<file path="src/rtl/icd_pkg.sv">
package icd_pkg;

    localparam int N_ID = 22;
    localparam int N_R  = 9;
    localparam int N_I  = 13;

    // fn codes of the register-format group, in identity order 0..8
    localparam int R_FN_TAB [N_R] = '{32, 34, 42, 36, 37, 38, 39, 8, 12};
    // op codes of the remaining group, in identity order 9..21
    localparam int I_OP_TAB [N_I] = '{15, 8, 10, 12, 13, 14, 35, 43, 2, 3, 1, 4, 5};

    localparam int ID_ADD  = 0;
    localparam int ID_SUB  = 1;
    localparam int ID_SLT  = 2;
    localparam int ID_AND  = 3;
    localparam int ID_OR   = 4;
    localparam int ID_XOR  = 5;
    localparam int ID_NOR  = 6;
    localparam int ID_JR   = 7;
    localparam int ID_SYS  = 8;
    localparam int ID_LUI  = 9;
    localparam int ID_ADDI = 10;
    localparam int ID_SLTI = 11;
    localparam int ID_ANDI = 12;
    localparam int ID_ORI  = 13;
    localparam int ID_XORI = 14;
    localparam int ID_LW   = 15;
    localparam int ID_SW   = 16;
    localparam int ID_J    = 17;
    localparam int ID_JAL  = 18;
    localparam int ID_BLTZ = 19;
    localparam int ID_BEQ  = 20;
    localparam int ID_BNE  = 21;

    typedef struct packed {
        logic [N_ID-1:0] id;
        logic            arith;
        logic            logi;
        logic            imm;
        logic            reg_wr;
        logic [1:0]      dst_sel;
        logic            alu_src;
        logic            add_sub;
        logic [1:0]      alu_cls;
        logic [1:0]      logic_fn;
        logic            mem_rd;
        logic            mem_wr;
        logic [1:0]      wb_sel;
        logic [1:0]      br_type;
        logic [1:0]      pc_sel;
        logic            sext;
    } ctrl_t;

endpackage

</file>
<file path="src/rtl/icd_onehot_dec.sv">
module icd_onehot_dec #(
    parameter int W = 6
) (
    input  logic [W-1:0]        code_i,
    output logic [(1<<W)-1:0]   hot_o
);
    localparam int N = 1 << W;

    generate
        for (genvar g = 0; g < N; g++) begin : g_line
            assign hot_o[g] = (code_i == W'(g));
        end
    endgenerate
endmodule

</file>
<file path="src/rtl/icd_ident.sv">
module icd_ident
    import icd_pkg::*;
#(
    parameter int OP_N = 64,
    parameter int FN_N = 64
) (
    input  logic [OP_N-1:0] op_hot_i,
    input  logic [FN_N-1:0] fn_hot_i,
    output logic [N_ID-1:0] id_o,
    output logic            legal_o
);
    function automatic logic [OP_N-1:0] mk_op_mask();
        logic [OP_N-1:0] m;
        m    = '0;
        m[0] = 1'b1;
        for (int i = 0; i < N_I; i++) m[I_OP_TAB[i]] = 1'b1;
        return m;
    endfunction

    function automatic logic [FN_N-1:0] mk_fn_mask();
        logic [FN_N-1:0] m;
        m = '0;
        for (int i = 0; i < N_R; i++) m[R_FN_TAB[i]] = 1'b1;
        return m;
    endfunction

    localparam logic [OP_N-1:0] OP_USED = mk_op_mask();
    localparam logic [FN_N-1:0] FN_USED = mk_fn_mask();

    logic rtype;
    assign rtype = op_hot_i[0];

    generate
        for (genvar g = 0; g < N_R; g++) begin : g_rfmt
            assign id_o[g] = rtype & fn_hot_i[R_FN_TAB[g]];
        end
        for (genvar g = 0; g < N_I; g++) begin : g_ifmt
            assign id_o[N_R + g] = op_hot_i[I_OP_TAB[g]];
        end
    endgenerate

    // Guard: no decoder line outside the instruction set may be active
    assign legal_o = ~(|(op_hot_i & ~OP_USED)) & ~(rtype & (|(fn_hot_i & ~FN_USED)));
endmodule

</file>
<file path="src/rtl/icd_ctrl_gen.sv">
module icd_ctrl_gen
    import icd_pkg::*;
(
    input  logic [N_ID-1:0] id_i,
    input  logic            legal_i,
    output ctrl_t           ctrl_o
);
    logic arith, logi, imm, r_alu;

    always_comb begin
        arith = id_i[ID_ADD] | id_i[ID_SUB] | id_i[ID_SLT] | id_i[ID_ADDI] | id_i[ID_SLTI];
        logi  = id_i[ID_AND] | id_i[ID_OR] | id_i[ID_XOR] | id_i[ID_NOR]
              | id_i[ID_ANDI] | id_i[ID_ORI] | id_i[ID_XORI];
        imm   = id_i[ID_LUI] | id_i[ID_ADDI] | id_i[ID_SLTI]
              | id_i[ID_ANDI] | id_i[ID_ORI] | id_i[ID_XORI];
        r_alu = id_i[ID_ADD] | id_i[ID_SUB] | id_i[ID_SLT] | id_i[ID_AND]
              | id_i[ID_OR] | id_i[ID_XOR] | id_i[ID_NOR];

        ctrl_o        = '0;
        ctrl_o.id     = id_i;
        ctrl_o.arith  = arith;
        ctrl_o.logi   = logi;
        ctrl_o.imm    = imm;
        ctrl_o.reg_wr = legal_i & (id_i[ID_LUI] | arith | logi | id_i[ID_LW] | id_i[ID_JAL]);

        ctrl_o.dst_sel[0] = r_alu;
        ctrl_o.dst_sel[1] = id_i[ID_JAL];

        ctrl_o.alu_src = imm | id_i[ID_LW] | id_i[ID_SW];
        ctrl_o.add_sub = id_i[ID_SUB] | id_i[ID_SLT] | id_i[ID_SLTI];

        ctrl_o.alu_cls[1] = id_i[ID_ADD] | id_i[ID_SUB] | id_i[ID_ADDI]
                          | id_i[ID_LW] | id_i[ID_SW] | logi;
        ctrl_o.alu_cls[0] = id_i[ID_SLT] | id_i[ID_SLTI] | logi;

        ctrl_o.logic_fn[0] = id_i[ID_OR] | id_i[ID_ORI] | id_i[ID_NOR];
        ctrl_o.logic_fn[1] = id_i[ID_XOR] | id_i[ID_XORI] | id_i[ID_NOR];

        ctrl_o.mem_rd = legal_i & id_i[ID_LW];
        ctrl_o.mem_wr = legal_i & id_i[ID_SW];

        ctrl_o.wb_sel[0] = id_i[ID_LW];
        ctrl_o.wb_sel[1] = id_i[ID_JAL];

        ctrl_o.br_type[0] = id_i[ID_BEQ] | id_i[ID_BLTZ];
        ctrl_o.br_type[1] = id_i[ID_BNE] | id_i[ID_BLTZ];

        ctrl_o.pc_sel[0] = id_i[ID_J] | id_i[ID_JAL] | id_i[ID_SYS];
        ctrl_o.pc_sel[1] = id_i[ID_JR] | id_i[ID_SYS];

        ctrl_o.sext = id_i[ID_ADDI] | id_i[ID_SLTI] | id_i[ID_LW] | id_i[ID_SW]
                    | id_i[ID_BLTZ] | id_i[ID_BEQ] | id_i[ID_BNE];
    end
endmodule

</file>
<file path="src/rtl/insn_ctrl_decoder.sv">
module insn_ctrl_decoder
    import icd_pkg::*;
#(
    parameter int OP_W = 6,
    parameter int FN_W = 6
) (
    input  logic             clk,
    input  logic             rst_n,
    input  logic [OP_W-1:0]  op_i,
    input  logic [FN_W-1:0]  fn_i,
    output logic [21:0]      insn_id_o,
    output logic             is_arith_o,
    output logic             is_logic_o,
    output logic             is_imm_o,
    output logic             reg_wr_o,
    output logic [1:0]       dst_sel_o,
    output logic             alu_src_o,
    output logic             add_sub_o,
    output logic [1:0]       alu_cls_o,
    output logic [1:0]       logic_fn_o,
    output logic             mem_rd_o,
    output logic             mem_wr_o,
    output logic [1:0]       wb_sel_o,
    output logic [1:0]       br_type_o,
    output logic [1:0]       pc_sel_o,
    output logic             sext_o
);
    localparam int OP_N = 1 << OP_W;
    localparam int FN_N = 1 << FN_W;

    logic [OP_N-1:0] op_hot;
    logic [FN_N-1:0] fn_hot;
    logic [N_ID-1:0] id;
    logic            legal;
    ctrl_t           gen;
    ctrl_t           st_d;
    ctrl_t           st_q;

    icd_onehot_dec #(.W(OP_W)) u_op_dec (.code_i(op_i), .hot_o(op_hot));
    icd_onehot_dec #(.W(FN_W)) u_fn_dec (.code_i(fn_i), .hot_o(fn_hot));

    icd_ident #(.OP_N(OP_N), .FN_N(FN_N)) u_ident (
        .op_hot_i (op_hot),
        .fn_hot_i (fn_hot),
        .id_o     (id),
        .legal_o  (legal)
    );

    icd_ctrl_gen u_gen (
        .id_i    (id),
        .legal_i (legal),
        .ctrl_o  (gen)
    );

    always_comb begin
        st_d = gen;
    end

    always_ff @(posedge clk or negedge rst_n) begin
        if (!rst_n) st_q <= '0;
        else        st_q <= st_d;
    end

    assign insn_id_o  = st_q.id;
    assign is_arith_o = st_q.arith;
    assign is_logic_o = st_q.logi;
    assign is_imm_o   = st_q.imm;
    assign reg_wr_o   = st_q.reg_wr;
    assign dst_sel_o  = st_q.dst_sel;
    assign alu_src_o  = st_q.alu_src;
    assign add_sub_o  = st_q.add_sub;
    assign alu_cls_o  = st_q.alu_cls;
    assign logic_fn_o = st_q.logic_fn;
    assign mem_rd_o   = st_q.mem_rd;
    assign mem_wr_o   = st_q.mem_wr;
    assign wb_sel_o   = st_q.wb_sel;
    assign br_type_o  = st_q.br_type;
    assign pc_sel_o   = st_q.pc_sel;
    assign sext_o     = st_q.sext;
endmodule

</file>
<file path="config.mk">
export PLATFORM = sky130hd
export DESIGN_NAME = insn_ctrl_decoder
export DESIGN_NICKNAME = d
export VERILOG_FILES = /design/src/rtl/icd_pkg.sv /design/src/rtl/icd_onehot_dec.sv /design/src/rtl/icd_ident.sv /design/src/rtl/icd_ctrl_gen.sv /design/src/rtl/insn_ctrl_decoder.sv
export SDC_FILE = /design/constraint.sdc
export NUM_CORES = 1
export LEC_CHECK = 0
export BUFFER_PORTS_ARGS = -buffer_cell sky130_fd_sc_hd__buf_2
export CAP_MARGIN = 20
export CORE_UTILIZATION = 60
export DETAILED_ROUTE_END_ITERATION = 6
export GPL_ROUTABILITY_DRIVEN = 0
export GPL_TIMING_DRIVEN = 0
export PLACE_DENSITY_LB_ADDON = 0.3
export SLEW_MARGIN = 20
export SYNTH_ARGS = -nofsm -noshare
export SYNTH_HDL_FRONTEND = slang
export SYNTH_HIERARCHICAL = 1
export SYNTH_SLANG_ARGS = --single-unit
export TNS_END_PERCENT = 50
</file>
<file path="constraint.sdc">
create_clock -name clk -period 0.8 [get_ports clk]
set_input_delay 0.04 -clock clk [delete_from_list [all_inputs] [get_ports clk]]
set_output_delay 0.04 -clock clk [all_outputs]
set_load 0.01 [all_outputs]
</file>
==> results of run 1 <==
## repair_timing
item	CTS
hold endpoints to repair	43
endpoints found under the setup margin	82
resized for setup	99
setup buffers	33
pin swaps	26
gates cloned	3
## synth_stat cells (all sizes together)
master   instances
buf             44
dfrtp           43
nand4            8
nand3            4
a2111oi          1
a41oi            1
nand2            7
nand4b           8
or4              5
or4b             8
nor3             6
clkbuf          20
and2            11
nor2           131
or3              4
nor4            27
or2              5
inv              1
nand4bb         12
nand2b           4
## logic make-up after synthesis
family                 count (synthesis)  share of synthesized area
AO/OA/AOI/OAI                          2                     0.0112
buffers and inverters                 65                      0.144
flip-flops                            43                      0.384
AND/OR/NAND/NOR                      240                      0.460
## metrics by stage
stage | setup WS (ps) | TNS [ps] | hold WS (ps) | instances | area [sq um]
after global placement | -1510 | -26660 | 192 | 458 | 3430
after floorplan | -1130 | -15650 | -256 | 350 | 3090
after detailed placement | -1550 | -27590 | 194 | 458 | 3430
after CTS | -1180 | -17930 | -116 | 496 | 4170
==> metrics.md, run 1 <==
| Metric | Value |
|---|---|
| H-tree depth | `2` |
| Synth unique cells | `25` |
| Syn Inst Count | `350` |
| Io pins | `57` |
| Post-GRT worst EP | `mem_wr_o$_DFF_PN0_/D` |
| Exit stage | `global routing (5_1_grt)` |
| Cts bufs inserted | `5` |
| Ranking of synthesized cells by area | `dfrtp_1 (38%), nor2_1 (18%), buf_4 (11%)` |
| Worst End Pin Type | `register data pin` |
| Post-Syn Nets | `364` |
| Root buf cell | `clkbuf_8` |
| Seq/Total Area, Yosys | `0.384` |
| Syn Area/Cell | `8.00 sq um` |
| Initial Util | `0.634` |
| # clock sinks | `43` |
| Yosys top cell by area | `dfrtp_1` |
| Post-synth top area share | `0.384` |
| Syn. warnings | `6` |
| Error message | `[ERROR DPL-0038] Utilization greater than 100%, impossible to legalize` |
| I/O Buffers | `56` |
| Final HPWL DP | `4.40 mm` |
| Pin count of the biggest net entering global routing | `44` |
| Mapped cell area | `0.00280 sq mm` |
| Status | `did not finish` |
| Synth Register Bits | `43` |
| Clock tree buffer depth | `2` |
| Die extent in x | `70.3 microns` |
| Chip Height | `70.3 microns` |
| Row cnt | `24` |
==> inputs of run 2 (changes only) <==
--- a/config.mk
+++ b/config.mk
@@ -7,11 +7,11 @@
 export LEC_CHECK = 0
 export BUFFER_PORTS_ARGS = -buffer_cell sky130_fd_sc_hd__buf_2
 export CAP_MARGIN = 20
-export CORE_UTILIZATION = 60
+export CORE_UTILIZATION = 40
 export DETAILED_ROUTE_END_ITERATION = 6
 export GPL_ROUTABILITY_DRIVEN = 0
 export GPL_TIMING_DRIVEN = 0
-export PLACE_DENSITY_LB_ADDON = 0.3
+export PLACE_DENSITY_LB_ADDON = 0.15
 export SLEW_MARGIN = 20
 export SYNTH_ARGS = -nofsm -noshare
 export SYNTH_HDL_FRONTEND = slang
==> run 2 against run 1 <==
Against the previous run: the flow now finishes, with violations (negative hold slack, negative setup slack); synthesized area unchanged; synthesized cell count is the same.
==> metrics.md, run 2 <==
| Metric | Value |
|---|---|
| Final HPWL DP | `4.62 mm (was 4.40 mm)` |
| Post-synth top area share | `0.384 (unchanged)` |
| Vias in the first global route | `2502` |
| Io pins | `57 (unchanged)` |
| Final Max Tran Viols | `0` |
| Core area | `0.00679 sq mm` |
| Drt pass-1 iters | `4` |
| First-pass GRT wire length | `11.7 mm` |
| Syn Inst Count | `350 (unchanged)` |
| WS Path Type | `primary input to flip-flop` |
| Synth unique cells | `25 (unchanged)` |
| Top post-synthesis cells by count | `nor2_1 (131), dfrtp_1 (43), buf_4 (42), nor4_1 (25), clkbuf_1 (20) (unchanged)` |
| Placed cell count | `502 (was 458)` |
| Drt via density | `5.02` |
| Failing checks | `negative hold slack, negative setup slack` |
| H-tree depth | `2 (unchanged)` |
| Startpoint Class | `primary input` |
| CTS tree | `done` |
| Synth Register Bits | `43 (unchanged)` |
| Die extent in x | `85.7 microns (was 70.3 microns)` |
| Post-synth EDFFs | `0 (unchanged)` |
| Clock transition at path regs | `80 ps` |
| Fmax | `514 MHz` |
| Post-synthesis async set-or-reset flop share | `1.00 (unchanged)` |
| Commonest non-fill, non-tap cell in the layout | `nor2_1` |
| Post-layout nets | `467` |
| Final setup viols | `83` |
| # clock sinks | `43 (unchanged)` |
| Main flop type after synthesis | `dfrtp_1 (unchanged)` |
| Max FFs per register | `22` |
| Row cnt | `30 (was 24)` |
| Diodes inserted | `0` |
| Tot GR Track Use | `0.200` |
| Mapped cell area | `0.00280 sq mm (unchanged)` |
| Worst IR Drop VDD | `749 uV` |
| Hold WC Path Type | `primary input to asynchronous set/reset pin` |
| Ranking of synthesized cells by area | `dfrtp_1 (38%), nor2_1 (18%), buf_4 (11%) (unchanged)` |
| Worst path top cell family by delay | `simple AND/OR/NAND/NOR gates` |
| Layout cells sized above 1 | `0.511` |
| Final ANT Viol Nets | `0` |
| Total power draw | `5.34 mW` |
| P per Cell Area | `1170 mW/mm^2` |
| Seq/Total Area, Yosys | `0.384 (unchanged)` |
| Slowest cell on crit path | `or4_4` |
| Yosys top cell by area | `dfrtp_1 (unchanged)` |
| Final setup margin | `-1150 ps` |
| Routed WL per cell | `13.6 microns` |
| WP depth | `10` |
| Setup slack at placement | `-1600 ps (was -1550 ps)` |
| Final hold vios | `43` |
| Critical path required time | `1020 ps` |
| Syn Area/Cell | `8.00 sq um (unchanged)` |
| Status | `finished, violations left (was did not finish)` |
| Root buf cell | `clkbuf_8 (unchanged)` |
| Final Util | `0.672` |
| Buf+Inv Stages, Crit Path | `3` |
| Pin count of the biggest net entering global routing | `44` |
| GRT overflow | `0` |
| Actual slew at the worst max-slew pin | `894 ps` |
| Max Cap Violations | `0` |
| Initial drt markers | `106` |
| Tcrit/Tclk final | `2.43` |
| Crit path capture type | `flip-flop` |
| CP max FO | `5` |
| Slowest cell delay on critical path | `530 ps` |
| RSZ-0062 raised after global routing | `yes` |
| I/O Buffers | `56 (unchanged)` |
| Syn. warnings | `6 (unchanged)` |
| Most frequent cells in the layout | `nor2_1 (118), buf_4 (45), dfrtp_1 (43), buf_2 (43), buf_6 (39)` |
| Most common cell in the netlist | `nor2_1 (unchanged)` |
| Cts bufs inserted | `5 (unchanged)` |
| Finished Layout Cells | `550` |
| Initial Util | `0.412 (was 0.634)` |
| Arr. time, crit path | `2160 ps` |
| Clock period minus worst slack | `1950 ps` |
| Die Area | `0.00734 sq mm` |
| Post-Syn Nets | `364 (unchanged)` |
| Hold Slack | `-126 ps` |
| Crit-path cells | `buf_12, clkbuf_8, nand4b_1, nor2_1, nor4_2, nand4_1, or4_4, a2111oi_4, inv_1, a41oi_2` |
| Drt total wl | `7.46 mm` |
| Slew HR | `0.404` |
| Clock tree buffer depth | `2 (unchanged)` |
| Layout area overhead | `63.1%` |
| Via count | `2761` |
| Chip Height | `85.7 microns (was 70.3 microns)` |
| DR DRC count | `0` |
| Initial antenna violation count | `0` |
| Leakage power | `2.23 nW` |
-- run 2: cell counts after synthesis --
No cell type changed its count.
-- run 2: routing by layer --
metal  wire (microns)  global-route usage  up-vias
li1                 -                   -     1359
met1             3210               0.257     1294
met2             3750               0.341       92
met3              321              0.0221       16
met4              187              0.0909        0
met5                0                   0        -
-- run 2: cells by family (layout without fill, tap and decap cells) --
| group | Yosys count | count (layout) | synth area share |
|---|---|---|---|
| AND/OR/NAND/NOR | 240 | 241 | 0.460 |
| buffers and inverters | 65 | 168 | 0.144 |
| flip-flops | 43 | 43 | 0.384 |
| AO/OA/AOI/OAI | 2 | 2 | 0.0112 |
-- run 2: path summary, 6_finish.rpt --
path                          from            end  slack [ps]
setup / recovery           fn_i[3]       reg_wr_o       -1150
hold / removal               rst_n         sext_o        -130
max in group asynchronous    rst_n  insn_id_o[12]         370
min in group clk           fn_i[2]   insn_id_o[8]         290
-- run 2: area by class of cell --
class | count | area [sq um]
buffer | 48 | 592
clock buffer | 6 | 72.6
clock inverter | 2 | 60.1
fill | 540 | 2230
inverter | 1 | 3.75
multi-input combinational | 243 | 1700
sequential | 43 | 1080
tap | 96 | 120
timing repair buffer | 111 | 938
-- run 2: per-stage QoR --
step | TNS, ps | instance area, sq um
after detailed placement | -29000 | 3490
after global routing | -16280 | 4570
after floorplan | -15650 | 3090
final | -13910 | 4570
after CTS | -13440 | 4220
after global placement | -27840 | 3490
-- run 2: where the power goes --
group	switching [mW]	internal, mW
logic	0.550	0.642
registers	0.00847	2.20
clock network	0.693	1.25
-- run 2: timing repair --
item                                    CTS  global route
hold endpoints to repair                 43            43
buffers inserted                         29            22
gates resized for setup                  93            61
gates cloned                              7             0
endpoints found under the setup margin   82            83
pin swaps                                33            35
(Power assumes the default switching activity.)
==> inputs of run 3 (changes only) <==
--- a/config.mk
+++ b/config.mk
@@ -7,7 +7,7 @@
 export LEC_CHECK = 0
 export BUFFER_PORTS_ARGS = -buffer_cell sky130_fd_sc_hd__buf_2
 export CAP_MARGIN = 20
-export CORE_UTILIZATION = 40
+export CORE_UTILIZATION = 30
 export DETAILED_ROUTE_END_ITERATION = 6
 export GPL_ROUTABILITY_DRIVEN = 0
 export GPL_TIMING_DRIVEN = 0
==> run 3 against run 2 <==
Against the previous run: the flow still finishes with violations (negative hold slack, negative setup slack); cell count is 1.8% higher; design area is 3.0% lower; wire length is 2.4% higher; sequential share of layout area is 0.74 points higher; count of clock-buffer cells in the layout stayed put; worst setup slack worse by 17 ps; first-iteration DRC count is 11% higher; hold slack better by 5.4 ps; die area is 32% higher; fmax is 0.86% lower; non-clock buffer count is 1 lower; global-route usage is 4.7 points lower.
==> metrics.md, run 3 (synthesis results as in run 2) <==
| Metric | Value |
|---|---|
| Tcrit/Tclk final | `2.45 (was 2.43)` |
| Io pins | `57 (unchanged)` |
| H-tree depth | `2 (unchanged)` |
| I/O Buffers | `56 (unchanged)` |
| Filler cells | `828 (was 540)` |
| Clock period minus worst slack | `1960 ps (was 1950 ps)` |
| Post-route setup TNS | `-20600 ps (was -13910 ps)` |
| Crit-path cells | `buf_12, clkbuf_16, nand4b_1, nor2_1, nor4_2, nand4_1, or4_4, a2111oi_4, buf_4, and2_1 (was buf_12, clkbuf_8, nand4b_1, nor2_1, nor4_2, nand4_1, or4_4, a2111oi_4, inv_1, a41oi_2)` |
| Core area | `0.00889 sq mm (was 0.00679 sq mm)` |
| Buf+Inv Stages, Crit Path | `3 (unchanged)` |
| Multi-input gate area | `0.00162 sq mm (was 0.00170 sq mm)` |
| Vias in the first global route | `2555 (was 2502)` |
| Initial drt markers | `118 (was 106)` |
| Leakage power | `2.19 nW (was 2.23 nW)` |
| Final HPWL DP | `5.01 mm (was 4.62 mm)` |
| Slowest cell on crit path | `or4_4 (unchanged)` |
| Area after DPL | `0.00350 sq mm (was 0.00349 sq mm)` |
| Pin count of the biggest net entering global routing | `44 (unchanged)` |
| Actual slew at the worst max-slew pin | `919 ps (was 894 ps)` |
| Commonest non-fill, non-tap cell in the layout | `nor2_1 (unchanged)` |
| Die Area | `0.00972 sq mm (was 0.00734 sq mm)` |
| Reg area | `0.00108 sq mm (unchanged)` |
| Crit path capture type | `flip-flop (unchanged)` |
| Drt total wl | `7.64 mm (was 7.46 mm)` |
| Final setup viols | `81 (was 83)` |
| Arr. time, crit path | `2190 ps (was 2160 ps)` |
| Final ANT Viol Nets | `0 (unchanged)` |
| CTS tree | `done (unchanged)` |
| Tot GR Track Use | `0.153 (was 0.200)` |
| Worst path top cell family by delay | `simple AND/OR/NAND/NOR gates (unchanged)` |
| Hold WC Path Type | `primary input to asynchronous set/reset pin (unchanged)` |
| Slowest cell delay on critical path | `520 ps (was 530 ps)` |
| Final Max Tran Viols | `0 (unchanged)` |
| CP max FO | `5 (unchanged)` |
| Final setup margin | `-1160 ps (was -1150 ps)` |
| Row cnt | `34 (was 30)` |
| Failing checks | `negative hold slack, negative setup slack (unchanged)` |
| Cts bufs inserted | `5 (unchanged)` |
| Finished Layout Cells | `560 (was 550)` |
| Max Cap Violations | `0 (unchanged)` |
| Layout cells sized above 1 | `0.487 (was 0.511)` |
| Drt pass-1 iters | `6 (was 4)` |
| WS Path Type | `primary input to flip-flop (unchanged)` |
| P per Cell Area | `1130 mW/mm^2 (was 1170 mW/mm^2)` |
| Clock tree buffer depth | `2 (unchanged)` |
| Diodes inserted | `0 (unchanged)` |
| Layout area overhead | `58.2% (was 63.1%)` |
| RSZ-0062 raised after global routing | `yes (unchanged)` |
| Chip Height | `98.6 microns (was 85.7 microns)` |
| Final hold vios | `43 (unchanged)` |
| Initial antenna violation count | `0 (unchanged)` |
| Post-route cell area | `0.00443 sq mm (was 0.00457 sq mm)` |
| Die extent in x | `98.6 microns (was 85.7 microns)` |
| Fmax | `509 MHz (was 514 MHz)` |
| Routed WL per cell | `13.6 microns (about the same)` |
| # clock sinks | `43 (unchanged)` |
| Drt via density | `4.93 (was 5.02)` |
| Slew HR | `0.387 (was 0.404)` |
| Final Util | `0.498 (was 0.672)` |
| Max FFs per register | `22 (unchanged)` |
| Initial Util | `0.315 (was 0.412)` |
| DR DRC count | `0 (unchanged)` |
| Post-layout nets | `465 (was 467)` |
| Worst IR Drop VDD | `607 uV (was 749 uV)` |
| Hold Slack | `-121 ps (was -126 ps)` |
| Root buf cell | `clkbuf_8 (unchanged)` |
| Startpoint Class | `primary input (unchanged)` |
| GRT overflow | `0 (unchanged)` |
| Most frequent cells in the layout | `nor2_1 (123), buf_4 (47), dfrtp_1 (43), buf_2 (43), buf_6 (42) (was nor2_1 (118), buf_4 (45), dfrtp_1 (43), buf_2 (43), buf_6 (39))` |
| Via count | `2760 (was 2761)` |
| Setup slack at placement | `-1630 ps (was -1600 ps)` |
| Status | `finished, violations left (unchanged)` |
| Critical path required time | `1030 ps (was 1020 ps)` |
| Clock transition at path regs | `80 ps (about the same)` |
| First-pass GRT wire length | `12.1 mm (was 11.7 mm)` |
| Placed cell count | `514 (was 502)` |
| Total power draw | `5.02 mW (was 5.34 mW)` |
-- run 3: changes by cell type in the layout (fill, tap and decap cells not counted), moves of 2 or more --
cell	before	now
buf_8	13	6
clkbuf_4	1	3
or4b_1	1	4
or4b_4	7	4
nor2_1	118	123
nor2_4	11	6
buf_4	45	47
buf_12	5	3
buf_6	39	42
-- run 3: how the worst max path moves through the flow --
stage               end    start  cells after the start  slack (ps)
3_5_place_dp   reg_wr_o  fn_i[3]                     10       -1630
6_report       mem_rd_o  fn_i[4]                     10       -1160
5_1_grt        mem_wr_o  fn_i[4]                     10       -1230
4_1_cts        reg_wr_o  fn_i[5]                     10       -1190
2_1_floorplan  reg_wr_o  fn_i[0]                     10       -1130
3_3_place_gp   reg_wr_o  fn_i[3]                     10       -1600
-- run 3: routing by layer --
metal	track usage	wire length, microns
met1	0.200	3440
met3	0.0234	338
met2	0.260	3750
met4	0.0540	115
met5	0	0
-- run 3: cell type report --
| cell class | instances | share of cell area |
|---|---|---|
| Tap cell | 108 | 0.0305 |
| Multi-Input combinational cell | 242 | 0.366 |
| Clock buffer | 6 | 0.0187 |
| Inverter | 1 | 0.000848 |
| Sequential cell | 43 | 0.243 |
| Buffer | 51 | 0.128 |
| Clock inverter | 2 | 0.00791 |
| Timing Repair Buffer | 107 | 0.205 |
-- run 3: repair_timing --
action,in CTS,in global routing
pin swaps,25,22
endpoints found under the hold margin,43,43
cloned,4,2
endpoints found under the setup margin,82,83
gates resized for setup,97,26
buffers inserted,32,17
-- run 3: power by group --
group / switching, mW / internal (mW)
Clock: 0.695 / 1.01
Sequential: 0.00820 / 2.20
Combinational: 0.520 / 0.588
